===== config.mk =====
export PLATFORM = sky130hd
export DESIGN_NAME = board_mode_ctrl
export DESIGN_NICKNAME = d
export VERILOG_FILES = /design/src/rtl/bmc_pkg.sv /design/src/rtl/bmc_mode_latch.sv /design/src/rtl/bmc_ctrl_regs.sv /design/src/rtl/bmc_route.sv /design/src/rtl/board_mode_ctrl.sv
export SDC_FILE = /design/constraint.sdc
export NUM_CORES = 1
export LEC_CHECK = 0
export ABC_CLOCK_PERIOD_IN_PS = 1300
export CAP_MARGIN = 20
export CORE_UTILIZATION = 56
export CTS_BUF_LIST = sky130_fd_sc_hd__clkbuf_4 sky130_fd_sc_hd__clkbuf_8
export DETAILED_ROUTE_END_ITERATION = 6
export DONT_BUFFER_PORTS = 1
export GPL_TIMING_DRIVEN = 0
export PLACE_DENSITY_LB_ADDON = 0.12
export SYNTH_ARGS = -nofsm -noshare
export SYNTH_HDL_FRONTEND = slang
export SYNTH_SLANG_ARGS = --single-unit

===== constraint.sdc =====
create_clock -name clk_i -period 1.3 [get_ports clk_i]
set_input_delay 0.26 -clock clk_i [delete_from_list [all_inputs] [get_ports clk_i]]
set_output_delay 0.26 -clock clk_i [all_outputs]
set_load 0.02 [all_outputs]

===== src/rtl/bmc_pkg.sv =====
package bmc_pkg;
  localparam int unsigned VSEL_W = 3;
  localparam int unsigned PSW_W  = 2;

  typedef enum logic [1:0] {
    MODE_PRESET = 2'd0,
    MODE_DIRECT = 2'd1,
    MODE_REG    = 2'd2
  } mode_e;

  localparam logic [VSEL_W-1:0] V_1P8 = 3'b101;
  localparam logic [VSEL_W-1:0] V_2P5 = 3'b110;
  localparam logic [VSEL_W-1:0] V_3P3 = 3'b111;
endpackage


===== src/rtl/bmc_mode_latch.sv =====
module bmc_mode_latch
  import bmc_pkg::*;
#(
  parameter int unsigned SYNC_STAGES = 2
) (
  input  logic              clk_i,
  input  logic              rst_ni,
  input  logic              btn_i,
  input  logic              rev_new_i,
  input  logic [VSEL_W-1:0] dir_sw_i,
  input  logic [PSW_W-1:0]  preset_sw_i,
  output logic              btn_sync_o,
  output logic              sample_en_o,
  output mode_e             mode_o,
  output logic [VSEL_W-1:0] vsel_o
);
  logic [SYNC_STAGES-1:0] sync_q;
  logic                   pend_q;
  mode_e                  mode_q, mode_d;
  logic [VSEL_W-1:0]      vsel_q, vsel_d;

  generate
    if (SYNC_STAGES == 1) begin : g_sync1
      always_ff @(posedge clk_i or negedge rst_ni) begin
        if (!rst_ni) sync_q <= '0;
        else         sync_q <= btn_i;
      end
    end else begin : g_syncn
      always_ff @(posedge clk_i or negedge rst_ni) begin
        if (!rst_ni) sync_q <= '0;
        else         sync_q <= {sync_q[SYNC_STAGES-2:0], btn_i};
      end
    end
  endgenerate

  assign btn_sync_o  = sync_q[SYNC_STAGES-1];
  // first edge after reset samples once, button samples while held
  assign sample_en_o = pend_q | btn_sync_o;

  always_comb begin
    mode_d = MODE_PRESET;
    vsel_d = V_1P8;
    if (rev_new_i && (|dir_sw_i)) begin
      mode_d = MODE_DIRECT;
      vsel_d = dir_sw_i;
    end else begin
      unique case (preset_sw_i)
        2'b00: vsel_d = V_1P8;
        2'b01: vsel_d = V_2P5;
        2'b10: vsel_d = V_3P3;
        default: mode_d = MODE_REG;
      endcase
    end
  end

  always_ff @(posedge clk_i or negedge rst_ni) begin
    if (!rst_ni) begin
      pend_q <= 1'b1;
      mode_q <= MODE_PRESET;
      vsel_q <= V_1P8;
    end else begin
      pend_q <= 1'b0;
      if (sample_en_o) begin
        mode_q <= mode_d;
        vsel_q <= vsel_d;
      end
    end
  end

  assign mode_o = mode_q;
  assign vsel_o = vsel_q;
endmodule


===== src/rtl/bmc_ctrl_regs.sv =====
module bmc_ctrl_regs
  import bmc_pkg::*;
#(
  parameter int unsigned ADDR_W = 2
) (
  input  logic              clk_i,
  input  logic              rst_ni,
  input  logic              we_i,
  input  logic [ADDR_W-1:0] addr_i,
  input  logic [VSEL_W-1:0] wdata_i,
  output logic              en_o,
  output logic              pg_o,
  output logic [VSEL_W-1:0] vsel_o
);
  localparam logic [ADDR_W-1:0] ADDR_CTRL = ADDR_W'(0);
  localparam logic [ADDR_W-1:0] ADDR_VSEL = ADDR_W'(1);

  logic en_q, pg_q;
  logic [VSEL_W-1:0] vsel_q;

  always_ff @(posedge clk_i or negedge rst_ni) begin
    if (!rst_ni) begin
      en_q   <= 1'b1;
      pg_q   <= 1'b1;
      vsel_q <= V_1P8;
    end else if (we_i) begin
      if (addr_i == ADDR_CTRL) begin
        en_q <= wdata_i[0];
        pg_q <= wdata_i[1];
      end
      if (addr_i == ADDR_VSEL) vsel_q <= wdata_i;
    end
  end

  assign en_o   = en_q;
  assign pg_o   = pg_q;
  assign vsel_o = vsel_q;
endmodule


===== src/rtl/bmc_route.sv =====
module bmc_route (
  input  logic jtag_sel_i,
  input  logic hdr_tck_i,
  input  logic hdr_tms_i,
  input  logic hdr_tdi_i,
  output logic hdr_tdo_o,
  output logic br_tck_o,
  output logic br_tms_o,
  output logic br_tdi_o,
  input  logic br_tdo_i,
  output logic ctl_tck_o,
  output logic ctl_tms_o,
  output logic ctl_tdi_o,
  input  logic ctl_tdo_i,
  input  logic br_txd_i,
  output logic mod_rxd_o,
  input  logic mod_txd_i,
  output logic br_rxd_o,
  input  logic card_det_i,
  output logic boot_sd_o
);
  // unselected side parks in a safe TAP state (TCK low, TMS/TDI high)
  always_comb begin
    br_tck_o  = 1'b0;
    br_tms_o  = 1'b1;
    br_tdi_o  = 1'b1;
    ctl_tck_o = 1'b0;
    ctl_tms_o = 1'b1;
    ctl_tdi_o = 1'b1;
    if (jtag_sel_i) begin
      ctl_tck_o = hdr_tck_i;
      ctl_tms_o = hdr_tms_i;
      ctl_tdi_o = hdr_tdi_i;
      hdr_tdo_o = ctl_tdo_i;
    end else begin
      br_tck_o  = hdr_tck_i;
      br_tms_o  = hdr_tms_i;
      br_tdi_o  = hdr_tdi_i;
      hdr_tdo_o = br_tdo_i;
    end
  end

  assign mod_rxd_o = br_txd_i;
  assign br_rxd_o  = mod_txd_i;
  assign boot_sd_o = card_det_i;
endmodule


===== src/rtl/board_mode_ctrl.sv =====
module board_mode_ctrl
  import bmc_pkg::*;
#(
  parameter int unsigned SYNC_STAGES = 2,
  parameter int unsigned ADDR_W      = 2
) (
  input  logic              clk_i,
  input  logic              rst_ni,
  input  logic              rst_btn_i,
  input  logic              rev_new_i,
  input  logic [2:0]        dir_sw_i,
  input  logic [1:0]        preset_sw_i,
  input  logic              reg_we_i,
  input  logic [ADDR_W-1:0] reg_addr_i,
  input  logic [2:0]        reg_wdata_i,
  output logic [2:0]        vsel_o,
  output logic              rail_en_o,
  output logic              pg_o,
  output logic              mod_pwr_en_o,
  output logic              mod_rst_no,
  output logic [1:0]        user_sw_o,
  input  logic              card_det_i,
  output logic              boot_sd_o,
  input  logic              jtag_sel_i,
  input  logic              hdr_tck_i,
  input  logic              hdr_tms_i,
  input  logic              hdr_tdi_i,
  output logic              hdr_tdo_o,
  output logic              br_tck_o,
  output logic              br_tms_o,
  output logic              br_tdi_o,
  input  logic              br_tdo_i,
  output logic              ctl_tck_o,
  output logic              ctl_tms_o,
  output logic              ctl_tdi_o,
  input  logic              ctl_tdo_i,
  input  logic              br_txd_i,
  output logic              mod_rxd_o,
  input  logic              mod_txd_i,
  output logic              br_rxd_o
);
  logic              btn_sync;
  logic              sample_en;
  mode_e             mode_q;
  logic [VSEL_W-1:0] lat_vsel;
  logic              reg_en, reg_pg;
  logic [VSEL_W-1:0] reg_vsel;

  bmc_mode_latch #(.SYNC_STAGES(SYNC_STAGES)) u_latch (
    .clk_i       (clk_i),
    .rst_ni      (rst_ni),
    .btn_i       (rst_btn_i),
    .rev_new_i   (rev_new_i),
    .dir_sw_i    (dir_sw_i),
    .preset_sw_i (preset_sw_i),
    .btn_sync_o  (btn_sync),
    .sample_en_o (sample_en),
    .mode_o      (mode_q),
    .vsel_o      (lat_vsel)
  );

  bmc_ctrl_regs #(.ADDR_W(ADDR_W)) u_regs (
    .clk_i   (clk_i),
    .rst_ni  (rst_ni),
    .we_i    (reg_we_i),
    .addr_i  (reg_addr_i),
    .wdata_i (reg_wdata_i),
    .en_o    (reg_en),
    .pg_o    (reg_pg),
    .vsel_o  (reg_vsel)
  );

  bmc_route u_route (
    .jtag_sel_i (jtag_sel_i),
    .hdr_tck_i  (hdr_tck_i),
    .hdr_tms_i  (hdr_tms_i),
    .hdr_tdi_i  (hdr_tdi_i),
    .hdr_tdo_o  (hdr_tdo_o),
    .br_tck_o   (br_tck_o),
    .br_tms_o   (br_tms_o),
    .br_tdi_o   (br_tdi_o),
    .br_tdo_i   (br_tdo_i),
    .ctl_tck_o  (ctl_tck_o),
    .ctl_tms_o  (ctl_tms_o),
    .ctl_tdi_o  (ctl_tdi_o),
    .ctl_tdo_i  (ctl_tdo_i),
    .br_txd_i   (br_txd_i),
    .mod_rxd_o  (mod_rxd_o),
    .mod_txd_i  (mod_txd_i),
    .br_rxd_o   (br_rxd_o),
    .card_det_i (card_det_i),
    .boot_sd_o  (boot_sd_o)
  );

  always_comb begin
    if (mode_q == MODE_REG) begin
      vsel_o    = reg_vsel;
      rail_en_o = reg_en;
      pg_o      = reg_pg;
    end else begin
      vsel_o    = lat_vsel;
      rail_en_o = 1'b1;
      pg_o      = 1'b1;
    end
  end

  assign user_sw_o    = (mode_q == MODE_DIRECT) ? preset_sw_i : 2'b00;
  assign mod_pwr_en_o = 1'b1;
  assign mod_rst_no   = ~btn_sync;
endmodule


==> metrics, run 1 <==
crit-path cells=nor2b_4, mux2_4; Slew @ Worst Pin=0.517 ns; final std cells w/o fill=91; failing checks=setup timing; Final min period=1.53 ns; reg2reg setup slack=between 0.2 and 0.25 ns; endpoints failing setup=7; hold_sp=rst_btn_i; worst skew pair latency=0.26 ns; Final Max Slew Viols=0; Tot GR Track Use=0.191; cell taking the most area after synthesis=dfstp_2; Final Util=0.741; CP delay by family, top=flip-flops; R2R Path End=u_latch.vsel_o[2]$_DFFE_PN1P_; Bufs on Longest Clock Path=2; post-synth top area share=0.249; mapped cell area=738 µm²; IO buf count=0; fin area=a little under 900 µm²; Via Count=503; die width=38.3 µm; Seq/Total Area, Yosys=0.453; Placed Area=roughly 760 µm²; CP Capture Type=primary output; Syn Nets=93; Die H=38.3 µm; Initial DRC Count=3; data required time of the worst path=1.04 ns; CTS tree=yes; static leakage=approximately 0.41 nW; antenna-violating nets left=0; fin worst setup slack=-0.231 ns; part of the cycle the worst path needs=1.18; hold endpoint=u_latch.sync_q[0]$_DFF_PN0_; Core ar.=approximately 1200 µm²; max_slew headroom=0.654; RSZ-0062 raised after global routing=true; Crit Path Max Fanout=4; vias in the first global route=~440; first-pass GRT wire length=1800 µm; total power=985 µW; pre-CTS setup slack=-0.00988 ns; ranking of synthesized cells by area=dfstp_2, dfrtp_1, mux2_4; CP bufs+invs=0; FMAX=roughly 650 MHz; Net count, final=104; crit-path max cell delay=0.43 ns; DR vias/cell=around 5.5; initial antenna violation count=0; Clk Tree Root Cell=clkbuf_4; largest net degree at the start of global routing=14; GP Congestion=between 0.7 and 0.8; share of layout cells above drive strength 1=0.481; first-pass iteration count of the detailed router=3; final WL=1220 µm; placed cell count=81; Setup Skew=0.00554 ns; wire length per cell=13.4 µm; synthesized instance count=67; WHS=0.0233 ns; pwr dens=1130 nW/µm²; Post-synth EDFFs=0; CTS Buf Count=3; hold depth=0; kind of critical path=reg2out; Site Rows=12; drt drc=0; status=complete, but fails checks; CTS sink cnt=13; grt total ovfl=0; Starting Density=0.630; H-tree Lvls=1; number of synthesized register bits=13; TNS Setup=-1.26 ns; max-cap check violation count=0; Syn-to-layout area delta=17.6%; clock slew at reported path FFs=0.07 ns; Synth Area per Inst=roughly 11 µm²; WP data arrival=1.27 ns; I/O Pins=43; Post-synth top flop=dfstp_2; YS warnings=0; Critical Path Start Type=flop; count of different cell masters after synthesis=26; IR drop worst, VDD=~0.00090 V; worst-case reg-to-reg path depth=3; HP Class=in2reg; fraction of registers with async set/reset=1.00; final hold vios=0; crit path max-delay cell type=dfrtp_1; Ant. Diodes=0; worst r2r src=u_latch.pend_q$_DFF_PN1_; die area=1470 µm²
==> final cells by class <==
type / count / area (µm²)
multi-input cells: 46 / 387
flip-flops and latches: 13 / 334
fillers: 88 / 303
repair buffers: 6 / 55.1
clock buffers: 4 / 30.0
plain buffers: 4 / 30.0
well taps: 14 / 17.5
inverters: 4 / 15.0
==> worst max path at each step <==
stage / from / endpoint / cells after the start
3_5_place_dp: u_latch.mode_o[0]$_DFFE_PN0P_ / vsel_o[0] / 2
4_1_cts: u_latch.mode_o[0]$_DFFE_PN0P_ / vsel_o[1] / 2
5_1_grt: u_latch.mode_o[0]$_DFFE_PN0P_ / vsel_o[2] / 2
3_3_place_gp: u_latch.mode_o[0]$_DFFE_PN0P_ / vsel_o[0] / 2
2_1_floorplan: u_latch.mode_o[0]$_DFFE_PN0P_ / vsel_o[0] / 2
6_report: u_latch.mode_o[0]$_DFFE_PN0P_ / vsel_o[2] / 2
==> logic make-up (layout without fill, tap and decap cells) <==
logic type                 Yosys count  count (layout)  synth area share
other                                2               2            0.0102
and+or+nand+nor                     27              27             0.236
AOI/OAI and AO/OA                    6               6            0.0542
adders and majority gates            2               2            0.0339
DFF                                 13              13             0.453
buffers and inverters                8              18            0.0610
muxes                                9               9             0.153
==> worst reg2reg max path, stage by stage (launching register included) <==
cell     delay, ns
dfstp_2       0.53
nor2_1        0.08
nor4b_1       0.32
nor2_1        0.07
==> per-layer routing <==
metal	routed length, µm	global-route usage	vias to the layer above
met5	0	0	-
met4	0	0.0804	0
met3	69	0.0523	0
met2	663	0.331	22
met1	491	0.220	237
li1	-	-	244
==> synthesized netlist by cell type, types with 2 or more instances <==
cell type,instances
dfrtp_1,6
mux2_4,3
buf_4,4
inv_1,4
or2_2,3
mux2_1,3
nor2_1,8
nand2b_1,4
nand2_1,3
dfstp_2,7
a221oi_1,2
conb_1,2
mux2_2,3
o21ai_0,2
ha_1,2
==> placed cells by master (no fill, tap or decap), types with 3 or more instances in the layout <==
| master | netlist | final |
|---|---|---|
| buf_4 | 4 | 7 |
| clkbuf_4 | 0 | 4 |
| dfrtp_1 | 6 | 6 |
| dfstp_2 | 7 | 7 |
| inv_1 | 4 | 4 |
| mux2_4 | 3 | 6 |
| nand2_1 | 3 | 3 |
| nor2_1 | 8 | 8 |
| or2_2 | 3 | 3 |
==> sequential cells by signal, summed over array words and instances (netlist names) <==
signal          flops
u_latch.vsel_o      3
u_regs.vsel_o       3
u_latch.mode_o      2
u_latch.sync_q      2
u_latch.pend_q      1
u_regs.en_o         1
u_regs.pg_o         1
==> report_power, final <==
| group | internal, mW | switching, mW |
|---|---|---|
| clock | 0.139 | 0.113 |
| sequential | 0.476 | 0.0306 |
| combinational | 0.116 | 0.109 |
| total | 0.732 | 0.253 |
==> what timing repair did <==
action	CTS	global route
hold buffers	1	0
gates resized for setup	7	3
buffers inserted	3	2
hold endpoints to repair	13	0
setup endpoints to repair	6	7
No activity file was read; power rests on OpenSTA's default activity.
==> inputs of run 2 (changes only) <==
CORE_UTILIZATION = 50   (was 56)
PLACE_DENSITY = 0.77   (was not set)
PLACE_DENSITY_LB_ADDON = not set   (was 0.12)
==> run 2 against run 1 <==
  * The flow still finishes with violations (setup timing)
  * Non-clock buffer count increased by 1
  * Utilization decreased by 7.1 points
  * Final cell count increased by 2.2%
  * First-iteration DRC count increased by 100%
  * Sequential power about the same
  * Sequential share of layout area decreased by 1.1 points
  * Die area increased by 11%
  * Worst setup slack improved by 0.029 ns
  * Flip-flop and latch count unchanged
  * Wire length increased by 2.7%
  * Critical path type unchanged
  * Critical endpoint unchanged
  * Largest cell class unchanged
  * Highest routed layer is now met4
==> metrics, run 2 (same netlist as run 1, synthesis figures left out) <==
crit path max-delay cell type=dfrtp_1; share of layout cells above drive strength 1=0.474; Clk Tree Root Cell=clkbuf_4; status=complete, but fails checks; clock slew at reported path FFs=about 0.070 ns; first-pass iteration count of the detailed router=2; CP Capture Type=primary output; fin worst setup slack=-0.202 ns; die width=just over 40 µm; CTS Buf Count=3; worst skew pair latency=0.27 ns; drt drc=0; RSZ-0062 raised after global routing=true; Final min period=1.50 ns; Tot GR Track Use=0.175; Via Count=511; vias in the first global route=460; GP Congestion=slightly above 0.8; die area=1630 µm²; IO buf count=0; Final Util=0.671; worst-case reg-to-reg path depth=3; Bufs on Longest Clock Path=2; wire length per cell=13.5 µm; most frequent cells in the layout=nor2_1, dfstp_2, mux2_4, buf_4, dfrtp_1; Syn-to-layout area delta=21.2%; first-pass GRT wire length=between 1500 and 2000 µm; FMAX=666 MHz; total power=1.01 mW; static leakage=between 0.4 and 0.5 nW; failing checks=setup timing; part of the cycle the worst path needs=1.16; crit-path cells=nor2b_4, mux2_4; DR vias/cell=5.49; Crit Path Max Fanout=4; TNS Setup=-1.20 ns; crit-path max cell delay=0.41 ns; Die H=40.4 µm; final WL=1260 µm; reg2reg setup slack=~0.22 ns; CP delay by family, top=flip-flops; hold depth=1; commonest non-fill, non-tap cell in the layout=nor2_1; Ant. Diodes=0; Final Max Slew Viols=0; CP bufs+invs=0; H-tree Lvls=1; antenna-violating nets left=0; hold_sp=reg_wdata_i[1]; CTS tree=yes; CTS sink cnt=13; HP Class=in2reg; Critical Path Start Type=flop; Setup Skew=about 0.0044 ns; WHS=0.126 ns; worst r2r src=u_latch.pend_q$_DFF_PN1_; dpl hpwl=roughly 940 µm; pwr dens=1130 nW/µm²; endpoints failing setup=7; kind of critical path=reg2out; grt total ovfl=0; critical path startpoint=u_latch.mode_o[0]$_DFFE_PN0P_; WP data arrival=1.24 ns; IR drop worst, VDD=0.000897 V; Initial DRC Count=6; max-cap check violation count=0; max_slew headroom=0.636; hold endpoint=u_regs.pg_o$_DFFE_PN1P_; initial antenna violation count=0; R2R Path End=u_latch.vsel_o[2]$_DFFE_PN1P_; I/O Pins=between 40 and 50; final hold vios=0; largest net degree at the start of global routing=14; data required time of the worst path=1.04 ns; Slew @ Worst Pin=between 0.5 and 0.6 ns; Net count, final=about 110; Core ar.=~1300 µm²; Site Rows=13; Starting Density=0.553
-- run 2: cell types whose count changed in the layout (fill, tap and decap cells not counted) --
cell / delta
buf_4: -1
buf_6: +1
dlygate4sd3_1: +1
nand2b_2: -1
nand2b_4: +1
nor3b_2: -1
nor3b_4: +1
-- run 2: worst max path at each step --
stage                      endpoint  cells after the start  slack, ns
after global placement    vsel_o[0]                      2    -0.0009
after CTS                 vsel_o[0]                      2      -0.22
final                     vsel_o[2]                      2      -0.20
after global routing      vsel_o[2]                      2      -0.25
after detailed placement  vsel_o[0]                      2      -0.02
after floorplan           vsel_o[0]                      2       0.07
-- run 2: through the flow --
step,cells,cell area [µm²],setup WS [ns]
3_3_place_gp,82,757,-0.000853
6_report,93,895,-0.202
3_5_place_dp,82,757,-0.0155
4_1_cts,90,857,-0.221
5_1_grt,93,895,-0.246
2_1_floorplan,67,738,0.0653
-- run 2: routing by layer --
layer	track usage	wire length (µm)
met5	0	0
met4	0.0250	5
met3	0.0667	106
met2	0.313	657
met1	0.200	486
-- run 2: power breakdown --
part	leakage, nW	switching [mW]	total, mW	internal (mW)
Sequential	0.146	0.0290	0.505	0.476
Combinational	0.252	0.118	0.245	0.127
Clock	0.0184	0.118	0.258	0.140
Total	0.416	0.265	1.01	0.742
-- run 2: cell type report --
| class | count | area, µm² |
|---|---|---|
| plain buffers | 4 | 30.0 |
| fillers | 104 | 439 |
| clock buffers | 4 | 30.0 |
| flip-flops and latches | 13 | 334 |
| multi-input cells | 46 | 398 |
| inverters | 4 | 15.0 |
| repair buffers | 7 | 68.8 |
| well taps | 15 | 18.8 |
-- run 2: repair_timing --
action	4_1_cts	5_1_grt
resized for setup	10	3
setup buffers	3	2
endpoints found under the setup margin	6	7
hold buffers	1	1
hold endpoints to repair	13	1
